$ cat src/rtl/xpt_pkg.sv
package xpt_pkg;

    // Meaning of the dis input when it is sampled with the reset strobe.
    typedef enum logic {
        XPT_RST_BCAST = 1'b0,
        XPT_RST_OFF   = 1'b1
    } xpt_rst_mode_e;

    function automatic xpt_rst_mode_e xpt_mode_of(input logic dis_flag);
        return dis_flag ? XPT_RST_OFF : XPT_RST_BCAST;
    endfunction

endpackage

$ cat src/rtl/xpt_strobe_gate.sv
module xpt_strobe_gate (
    input  logic cs,
    input  logic rst_stb,
    input  logic load_stb,
    input  logic cfg_stb,
    output logic rst_hit,
    output logic ld_en,
    output logic cp_en
);
    // Reset outranks load and commit in the same edge.
    always_comb begin
        rst_hit = cs & rst_stb;
        ld_en   = cs & load_stb & ~rst_stb;
        cp_en   = cs & cfg_stb & ~rst_stb;
    end
endmodule

$ cat src/rtl/xpt_stage_bank.sv
module xpt_stage_bank
    import xpt_pkg::*;
#(
    parameter int N_OUT = 8,
    parameter int SEL_W = 3,
    parameter int OSEL_W = $clog2(N_OUT)
) (
    input  logic                          clk,
    input  logic                          rst_n,
    input  logic                          rst_hit,
    input  xpt_rst_mode_e                 rst_mode,
    input  logic                          wr_en,
    input  logic [OSEL_W-1:0]             wr_idx,
    input  logic [SEL_W-1:0]              wr_src,
    input  logic                          wr_off,
    output logic [N_OUT-1:0][SEL_W-1:0]   stg_src,
    output logic [N_OUT-1:0]              stg_off
);
    typedef struct packed {
        logic [N_OUT-1:0][SEL_W-1:0] src;
        logic [N_OUT-1:0]            off;
    } stage_t;

    stage_t st_d, st_q;

    always_comb begin
        st_d = st_q;
        if (rst_hit) begin
            st_d.src = '0;
            st_d.off = {N_OUT{rst_mode == XPT_RST_OFF}};
        end else if (wr_en) begin
            for (int o = 0; o < N_OUT; o++) begin
                if (wr_idx == OSEL_W'(o)) begin
                    st_d.src[o] = wr_src;
                    st_d.off[o] = wr_off;
                end
            end
        end
    end

    always_ff @(posedge clk or negedge rst_n) begin
        if (!rst_n) st_q <= '0;
        else        st_q <= st_d;
    end

    assign stg_src = st_q.src;
    assign stg_off = st_q.off;

    p_load_write_r3: assert property (@(posedge clk) disable iff (!rst_n)
        (wr_en && !rst_hit) |=> (stg_src[$past(wr_idx)] == $past(wr_src))
                                && (stg_off[$past(wr_idx)] == $past(wr_off)));

    p_stage_hold_r3: assert property (@(posedge clk) disable iff (!rst_n)
        (!wr_en && !rst_hit) |=> ($stable(stg_src) && $stable(stg_off)));

    p_stage_reset_r6: assert property (@(posedge clk) disable iff (!rst_n)
        (rst_hit && rst_mode == XPT_RST_BCAST) |=> (stg_src == '0 && stg_off == '0));
endmodule

$ cat src/rtl/xpt_active_bank.sv
module xpt_active_bank
    import xpt_pkg::*;
#(
    parameter int N_OUT = 8,
    parameter int SEL_W = 3
) (
    input  logic                          clk,
    input  logic                          rst_n,
    input  logic                          rst_hit,
    input  xpt_rst_mode_e                 rst_mode,
    input  logic                          cp_en,
    input  logic [N_OUT-1:0][SEL_W-1:0]   stg_src,
    input  logic [N_OUT-1:0]              stg_off,
    output logic [N_OUT-1:0][SEL_W-1:0]   act_src,
    output logic [N_OUT-1:0]              act_off
);
    typedef struct packed {
        logic [N_OUT-1:0][SEL_W-1:0] src;
        logic [N_OUT-1:0]            off;
    } active_t;

    active_t ac_d, ac_q;

    always_comb begin
        ac_d = ac_q;
        if (rst_hit) begin
            ac_d.src = '0;
            ac_d.off = {N_OUT{rst_mode == XPT_RST_OFF}};
        end else if (cp_en) begin
            ac_d.src = stg_src;
            ac_d.off = stg_off;
        end
    end

    always_ff @(posedge clk or negedge rst_n) begin
        if (!rst_n) ac_q <= '0;
        else        ac_q <= ac_d;
    end

    assign act_src = ac_q.src;
    assign act_off = ac_q.off;

    p_commit_copy_r4: assert property (@(posedge clk) disable iff (!rst_n)
        (cp_en && !rst_hit) |=> (act_src == $past(stg_src) && act_off == $past(stg_off)));

    p_active_hold_r4: assert property (@(posedge clk) disable iff (!rst_n)
        (!cp_en && !rst_hit) |=> ($stable(act_src) && $stable(act_off)));

    p_reset_off_r7: assert property (@(posedge clk) disable iff (!rst_n)
        (rst_hit && rst_mode == XPT_RST_OFF) |=> (act_off == '1 && act_src == '0));

    for (genvar o = 0; o < N_OUT; o++) begin : g_keep
        p_unchanged_keep_r11: assert property (@(posedge clk) disable iff (!rst_n)
            (cp_en && !rst_hit && stg_src[o] == act_src[o] && stg_off[o] == act_off[o])
                |=> ($stable(act_src[o]) && $stable(act_off[o])));
    end
endmodule

$ cat src/rtl/xpt_out_sel.sv
module xpt_out_sel #(
    parameter int N_IN  = 8,
    parameter int SEL_W = $clog2(N_IN)
) (
    input  logic [N_IN-1:0]  din,
    input  logic [SEL_W-1:0] src,
    input  logic             off,
    output logic             dout,
    output logic             dout_en
);
    always_comb begin
        dout_en = ~off;
        dout    = 1'b0;
        if (!off && (int'(src) < N_IN)) dout = din[src];
    end
endmodule

$ cat src/rtl/xpt_switch_top.sv
module xpt_switch_top
    import xpt_pkg::*;
#(
    parameter int N_IN  = 8,
    parameter int N_OUT = 8,
    localparam int SEL_W  = $clog2(N_IN),
    localparam int OSEL_W = $clog2(N_OUT)
) (
    input  logic              clk,
    input  logic              rst_n,
    input  logic              cs,
    input  logic              rst_stb,
    input  logic              load_stb,
    input  logic              cfg_stb,
    input  logic [SEL_W-1:0]  in_sel,
    input  logic [OSEL_W-1:0] out_sel,
    input  logic              dis,
    input  logic [N_IN-1:0]   din,
    output logic [N_OUT-1:0]  dout,
    output logic [N_OUT-1:0]  dout_en
);
    logic rst_hit, ld_en, cp_en;
    xpt_rst_mode_e rst_mode;
    logic [N_OUT-1:0][SEL_W-1:0] stg_src, act_src;
    logic [N_OUT-1:0]            stg_off, act_off;

    assign rst_mode = xpt_mode_of(dis);

    xpt_strobe_gate u_gate (
        .cs       (cs),
        .rst_stb  (rst_stb),
        .load_stb (load_stb),
        .cfg_stb  (cfg_stb),
        .rst_hit  (rst_hit),
        .ld_en    (ld_en),
        .cp_en    (cp_en)
    );

    xpt_stage_bank #(.N_OUT(N_OUT), .SEL_W(SEL_W), .OSEL_W(OSEL_W)) u_stage (
        .clk      (clk),
        .rst_n    (rst_n),
        .rst_hit  (rst_hit),
        .rst_mode (rst_mode),
        .wr_en    (ld_en),
        .wr_idx   (out_sel),
        .wr_src   (in_sel),
        .wr_off   (dis),
        .stg_src  (stg_src),
        .stg_off  (stg_off)
    );

    xpt_active_bank #(.N_OUT(N_OUT), .SEL_W(SEL_W)) u_active (
        .clk      (clk),
        .rst_n    (rst_n),
        .rst_hit  (rst_hit),
        .rst_mode (rst_mode),
        .cp_en    (cp_en),
        .stg_src  (stg_src),
        .stg_off  (stg_off),
        .act_src  (act_src),
        .act_off  (act_off)
    );

    for (genvar o = 0; o < N_OUT; o++) begin : g_lane
        xpt_out_sel #(.N_IN(N_IN), .SEL_W(SEL_W)) u_sel (
            .din     (din),
            .src     (act_src[o]),
            .off     (act_off[o]),
            .dout    (dout[o]),
            .dout_en (dout_en[o])
        );
    end

    p_cs_gate_r8: assert property (@(posedge clk) disable iff (!rst_n)
        !cs |=> ($stable(dout_en) && $stable(act_src)));

    p_bcast_reset_r6: assert property (@(posedge clk) disable iff (!rst_n)
        (cs && rst_stb && !dis) |=> (dout_en == '1 && dout == {N_OUT{din[0]}}));

    p_off_reset_r7: assert property (@(posedge clk) disable iff (!rst_n)
        (cs && rst_stb && dis) |=> (dout_en == '0 && dout == '0));

    p_off_quiet_r5: assert property (@(posedge clk) disable iff (!rst_n)
        ((dout & ~dout_en) == '0));
endmodule

$ cat config.mk
export PLATFORM = sky130hd
export DESIGN_NAME = xpt_switch_top
export DESIGN_NICKNAME = d
export VERILOG_FILES = /design/src/rtl/xpt_pkg.sv /design/src/rtl/xpt_strobe_gate.sv /design/src/rtl/xpt_stage_bank.sv /design/src/rtl/xpt_active_bank.sv /design/src/rtl/xpt_out_sel.sv /design/src/rtl/xpt_switch_top.sv
export SDC_FILE = /design/constraint.sdc
export NUM_CORES = 1
export LEC_CHECK = 0
export BUFFER_PORTS_ARGS = -buffer_cell sky130_fd_sc_hd__buf_2
export CORE_UTILIZATION = 50
export DETAILED_ROUTE_END_ITERATION = 16
export PLACE_DENSITY = 0.7
export SYNTH_ARGS = -nofsm -noshare
export SYNTH_HDL_FRONTEND = slang
export SYNTH_HIERARCHICAL = 1
export SYNTH_SLANG_ARGS = --single-unit
$ cat constraint.sdc
create_clock -name clk -period 1.7 [get_ports clk]
set_clock_uncertainty 0.2 [all_clocks]
set_input_delay 0.34 -clock clk [delete_from_list [all_inputs] [get_ports clk]]
set_output_delay 0.34 -clock clk [all_outputs]
set_load 0.005 [all_outputs]
==> summary by stage <==
Placed design
The HPWL after detailed placement is roughly 5200 microns. The final weighted congestion in routability-driven placement is 0.777. The count of placed standard cells including taps is between 400 and 500. The number of input and output port buffers inserted is 36. The setup slack at placement is -0.175 ns.

Setup path
The setup path with the least slack is of type flop to primary output. Among all stages on the critical path, the largest delay is contributed by sky130_fd_sc_hd__mux4_2. The data required time of the worst path is 1.16 ns.

The critical path endpoint category is a primary output. Along the worst path, the maximum fanout reaches 3. The worst setup path is launched from a flop.

On the worst path, the slowest cell contributes a delay of about 0.53 ns. The number of buffers and inverters on the critical path is 1. The critical path goes through mux4_2 > nor2_2 > a311oi_2 > buf_2. The data arrival time of the critical path is approximately 1.6 ns. In this design, the largest share of critical-path delay is due to multiplexers.

Pwr
The switching power is 0.902 mW. Per report_power, the clock group accounts for 40.1% of the total. The ratio of total power to cell area is 896 mW/mm^2. Summed over all cells, the static leakage comes to 1.95 nW. The internal portion of the total power is approximately 2.8 mW.

The combinational power share is roughly 15%. Net switching is between 20% and 30% of the power. The total power is about 3.7 mW.

Sequential cells burn 44.7% of the power. The maximum resistive drop on vdd is 0.501 mV.

STA
The final critical delay including setup and external delays is about 2.1 ns. The number of pins exceeding their max-slew limit in the final report is 0. The maximum clock frequency is approximately 0.47 GHz. The final period utilization is 125%. Setup repair after global routing could not meet its margin everywhere. The final hold violation count is 0.

The final count of negative-setup-slack endpoints is 8. The worst-case hold slack is a little under 0.2 ns. The slew at the pin with the worst max-slew slack is roughly 0.27 ns. After layout, the worst setup slack is -0.424 ns. In this run the tightest slew margin relative to its limit is around 82%.

Clock tree
The CTS sink count is between 60 and 70. In this run the deepest clock path goes through 2 buffers. TritonCTS created 9 clock buffers. TritonCTS built the clock tree.

The number of H-tree branching levels is 3. The root buffer cell chosen for the clock tree is sky130_fd_sc_hd__clkbuf_8. The later-pin clock latency in the skew report is 0.34 ns.

After clock tree synthesis, the clock-pin slew on the worst setup and hold paths is ~0.070 ns.

Logic synthesis
Sequential cells were found to cover between 40 and 50% of the synthesized design area. Dividing the synthesized area by the synthesized cell count gives roughly 12 sq um. The largest total area in the synthesized netlist belongs to sky130_fd_sc_hd__dfrtp_1. The net count of the mapped netlist is between 300 and 400.

The synthesized-area fraction occupied by and/or/nand/nor cells is between 10% and 20%. In this run, synthesis inferred 0 flip-flops with an integrated enable. The fraction of the mapped netlist area in compound gates is around 3.8%.

The main flop type after synthesis is sky130_fd_sc_hd__dfrtp_1. The xor/xnor share of the synthesized area is 0%. Counting every instance in the synthesized netlist gives between 200 and 300. The commonest cells after synthesis are 64 x sky130_fd_sc_hd__dfrtp_1, 59 x sky130_fd_sc_hd__nor2_1, 56 x sky130_fd_sc_hd__mux2i_1. Yosys attributes the largest share of cell area to sky130_fd_sc_hd__dfrtp_1 47%, sky130_fd_sc_hd__mux2i_1 16%, sky130_fd_sc_hd__mux2_2 9.2%, sky130_fd_sc_hd__nor2_1 6.5%, sky130_fd_sc_hd__mux4_1 6.2%. After synthesis, the share of cell area in mux cells is between 30% and 40%. The share of synthesized flip-flops with an asynchronous set or reset is between 90% and 100%.

Of the post-synthesis cell area, the dominant cell type holds ~47%. After synthesis the netlist holds a flip-flop and latch count of 64. The unique cell type count in the Yosys netlist is 23. The combinational family with the most area after synthesis is multiplexers. The number of warnings reported in the yosys synthesis log is 6. The mapped netlist covers around 0.0034 sq mm. By instance count, the leading cell after synthesis is sky130_fd_sc_hd__dfrtp_1. The synthesized netlist devotes 0% of its cell area to adder and majority cells.

Run status
The checks that failed: setup timing. The run finished, with violations left.

Finish
The core utilization of the finished layout is 64.0%. The net count of the finished layout is ~370. Cells with a size suffix above 1 make up about two fifths of the layout. Relative to the synthesized area, the layout overhead comes to 21.1%. The finished layout holds ~430 standard cells, fillers aside. The number of inserted diodes is 0.

Routing
The starting DRC count in detailed routing is between 100 and 150. In this run the remaining antenna-violating nets after routing total 0. The detailed router placed approximately 2.4k vias in this run. Summed over all layers, the routed wires come to around 7600 microns. The average via count per standard cell is 5.59. The first detailed-routing pass took 7 iterations. The per-cell routed wire length is ~18 microns.

For this run, design rule violations remaining after detail routing come to 0.

GRT
The initial antenna violation count is 0. Entering global routing, the biggest net connects 45 pins. Summed over all layers, the global routing overflow is 0. Global routing used between 20% and 30% of the available tracks across all layers.

The wire length of the first global-routing pass is 12300 microns. The number of global-route vias before repair is 2398.

Job
The max-capacitance violation count is 0.

Die
The floorplan row count is 29. The y dimension of the die is approximately 85 microns. Once the floorplan was initialized, standard cells occupied 52.9% of the core. In this run the count of I/O pins placed on the die edge is 37. The floorplan die width is about 85 microns. The floorplan step defined a core boundary enclosing roughly 0.0065 sq mm.

The die area is approximately 0.0072 sq mm.

Worst hold path
The class of the most critical hold timing path is input pin to flop.
==> layout make-up <==
type / count / area [sq um]
clock buffers: 11 / 151
multi-input cells: 188 / 1690
clock inverters: 5 / 78.8
well taps: 77 / 96.3
repair buffers: 66 / 458
fillers: 510 / 2320
flip-flops and latches: 64 / 1610
inverters: 16 / 60.1
==> metrics by stage <==
step | setup TNS (ns) | area [sq um]
floorplan | 0 | 3410
global placement | -1.96 | 3830
detailed placement | -2.44 | 3830
CTS | -3.43 | 4110
global route | -3.79 | 4140
finish | -3.22 | 4140
==> kinds of logic after synthesis <==
| family | count (synthesis) |
|---|---|
| multiplexers | 97 |
| AND/OR/NAND/NOR | 75 |
| flip-flops | 64 |
| buffers and inverters | 30 |
| AO/OA/AOI/OAI | 16 |
==> path summary, 6_finish.rpt <==
path,cells past startpoint,endpoint,slack [ns],from
max in group asynchronous,3,u_active/act_src[8]$_DFFE_PN0P_,0.73,rst_n
worst min-delay path,3,u_stage/stg_src[23]$_DFFE_PN0P_,0.20,in_sel[2]
min in group asynchronous,3,u_stage/stg_off[2]$_DFFE_PN0P_,0.30,rst_n
worst min register to register,1,u_stage/stg_off[2]$_DFFE_PN0P_,0.31,u_stage/stg_off[2]$_DFFE_PN0P_
worst max-delay path,4,dout[0],-0.42,u_active/act_src[2]$_DFFE_PN0P_
worst max register to register,2,u_active/act_off[4]$_DFFE_PN0P_,0.45,u_active/act_off[4]$_DFFE_PN0P_
==> power by group through the flow <==
stage / combinational [mW] / clock, mW / sequential (mW)
after floorplan: 0.315 / 0 / 1.67
after global placement: 0.532 / 0 / 1.69
after detailed placement: 0.543 / 0 / 1.69
after CTS: 0.561 / 1.52 / 1.66
after global routing: 0.609 / 1.59 / 1.67
final: 0.560 / 1.49 / 1.66
==> layout by cell type (no fill, tap or decap) <==
master	count
sky130_fd_sc_hd__a311oi_1	5
sky130_fd_sc_hd__a311oi_2	3
sky130_fd_sc_hd__and2_2	1
sky130_fd_sc_hd__and3b_1	1
sky130_fd_sc_hd__and3b_2	1
sky130_fd_sc_hd__and4bb_4	3
sky130_fd_sc_hd__buf_12	4
sky130_fd_sc_hd__buf_2	36
sky130_fd_sc_hd__buf_4	25
sky130_fd_sc_hd__bufinv_16	2
sky130_fd_sc_hd__clkbuf_8	11
sky130_fd_sc_hd__clkinv_2	2
sky130_fd_sc_hd__clkinv_4	1
sky130_fd_sc_hd__dfrtp_1	61
sky130_fd_sc_hd__dfrtp_2	3
sky130_fd_sc_hd__dlygate4sd3_1	1
sky130_fd_sc_hd__inv_1	16
sky130_fd_sc_hd__mux2_2	28
sky130_fd_sc_hd__mux2_4	5
sky130_fd_sc_hd__mux2i_1	56
sky130_fd_sc_hd__mux4_2	8
sky130_fd_sc_hd__nand2b_1	4
sky130_fd_sc_hd__nand4_1	1
sky130_fd_sc_hd__nand4b_1	3
sky130_fd_sc_hd__nor2_1	54
sky130_fd_sc_hd__nor2_2	6
sky130_fd_sc_hd__nor4b_4	1
sky130_fd_sc_hd__o31ai_1	6
sky130_fd_sc_hd__o31ai_2	2
==> metal layers <==
metal	GRT usage, %	part of all wire (%)	up-vias
li1	-	-	1126
met4	11.4	2.6	0
met3	5.41	5.0	16
met5	0	0	-
met1	29.9	45	1190
met2	35.8	48	56
==> worst reg2reg max path, stage by stage, from the launching register on <==
cell and delay, ns:
sky130_fd_sc_hd__dfrtp_1 0.40, sky130_fd_sc_hd__mux2_4 0.28, sky130_fd_sc_hd__mux2_2 0.26
==> registers in the layout, indices dropped and copies added (netlist names) <==
signal and flops:
u_stage/stg_src 24, u_active/act_src 24, u_active/act_off 8, u_stage/stg_off 8
==> what timing repair did <==
action / CTS / global route
pin swaps: 1 / 0
hold buffers: 1 / 0
endpoints found under the hold margin: 64 / 0
endpoints found under the setup margin: 8 / 8
buffers inserted: 6 / 1
resized for setup: 15 / 6
Power figures use the tool's default switching activity.
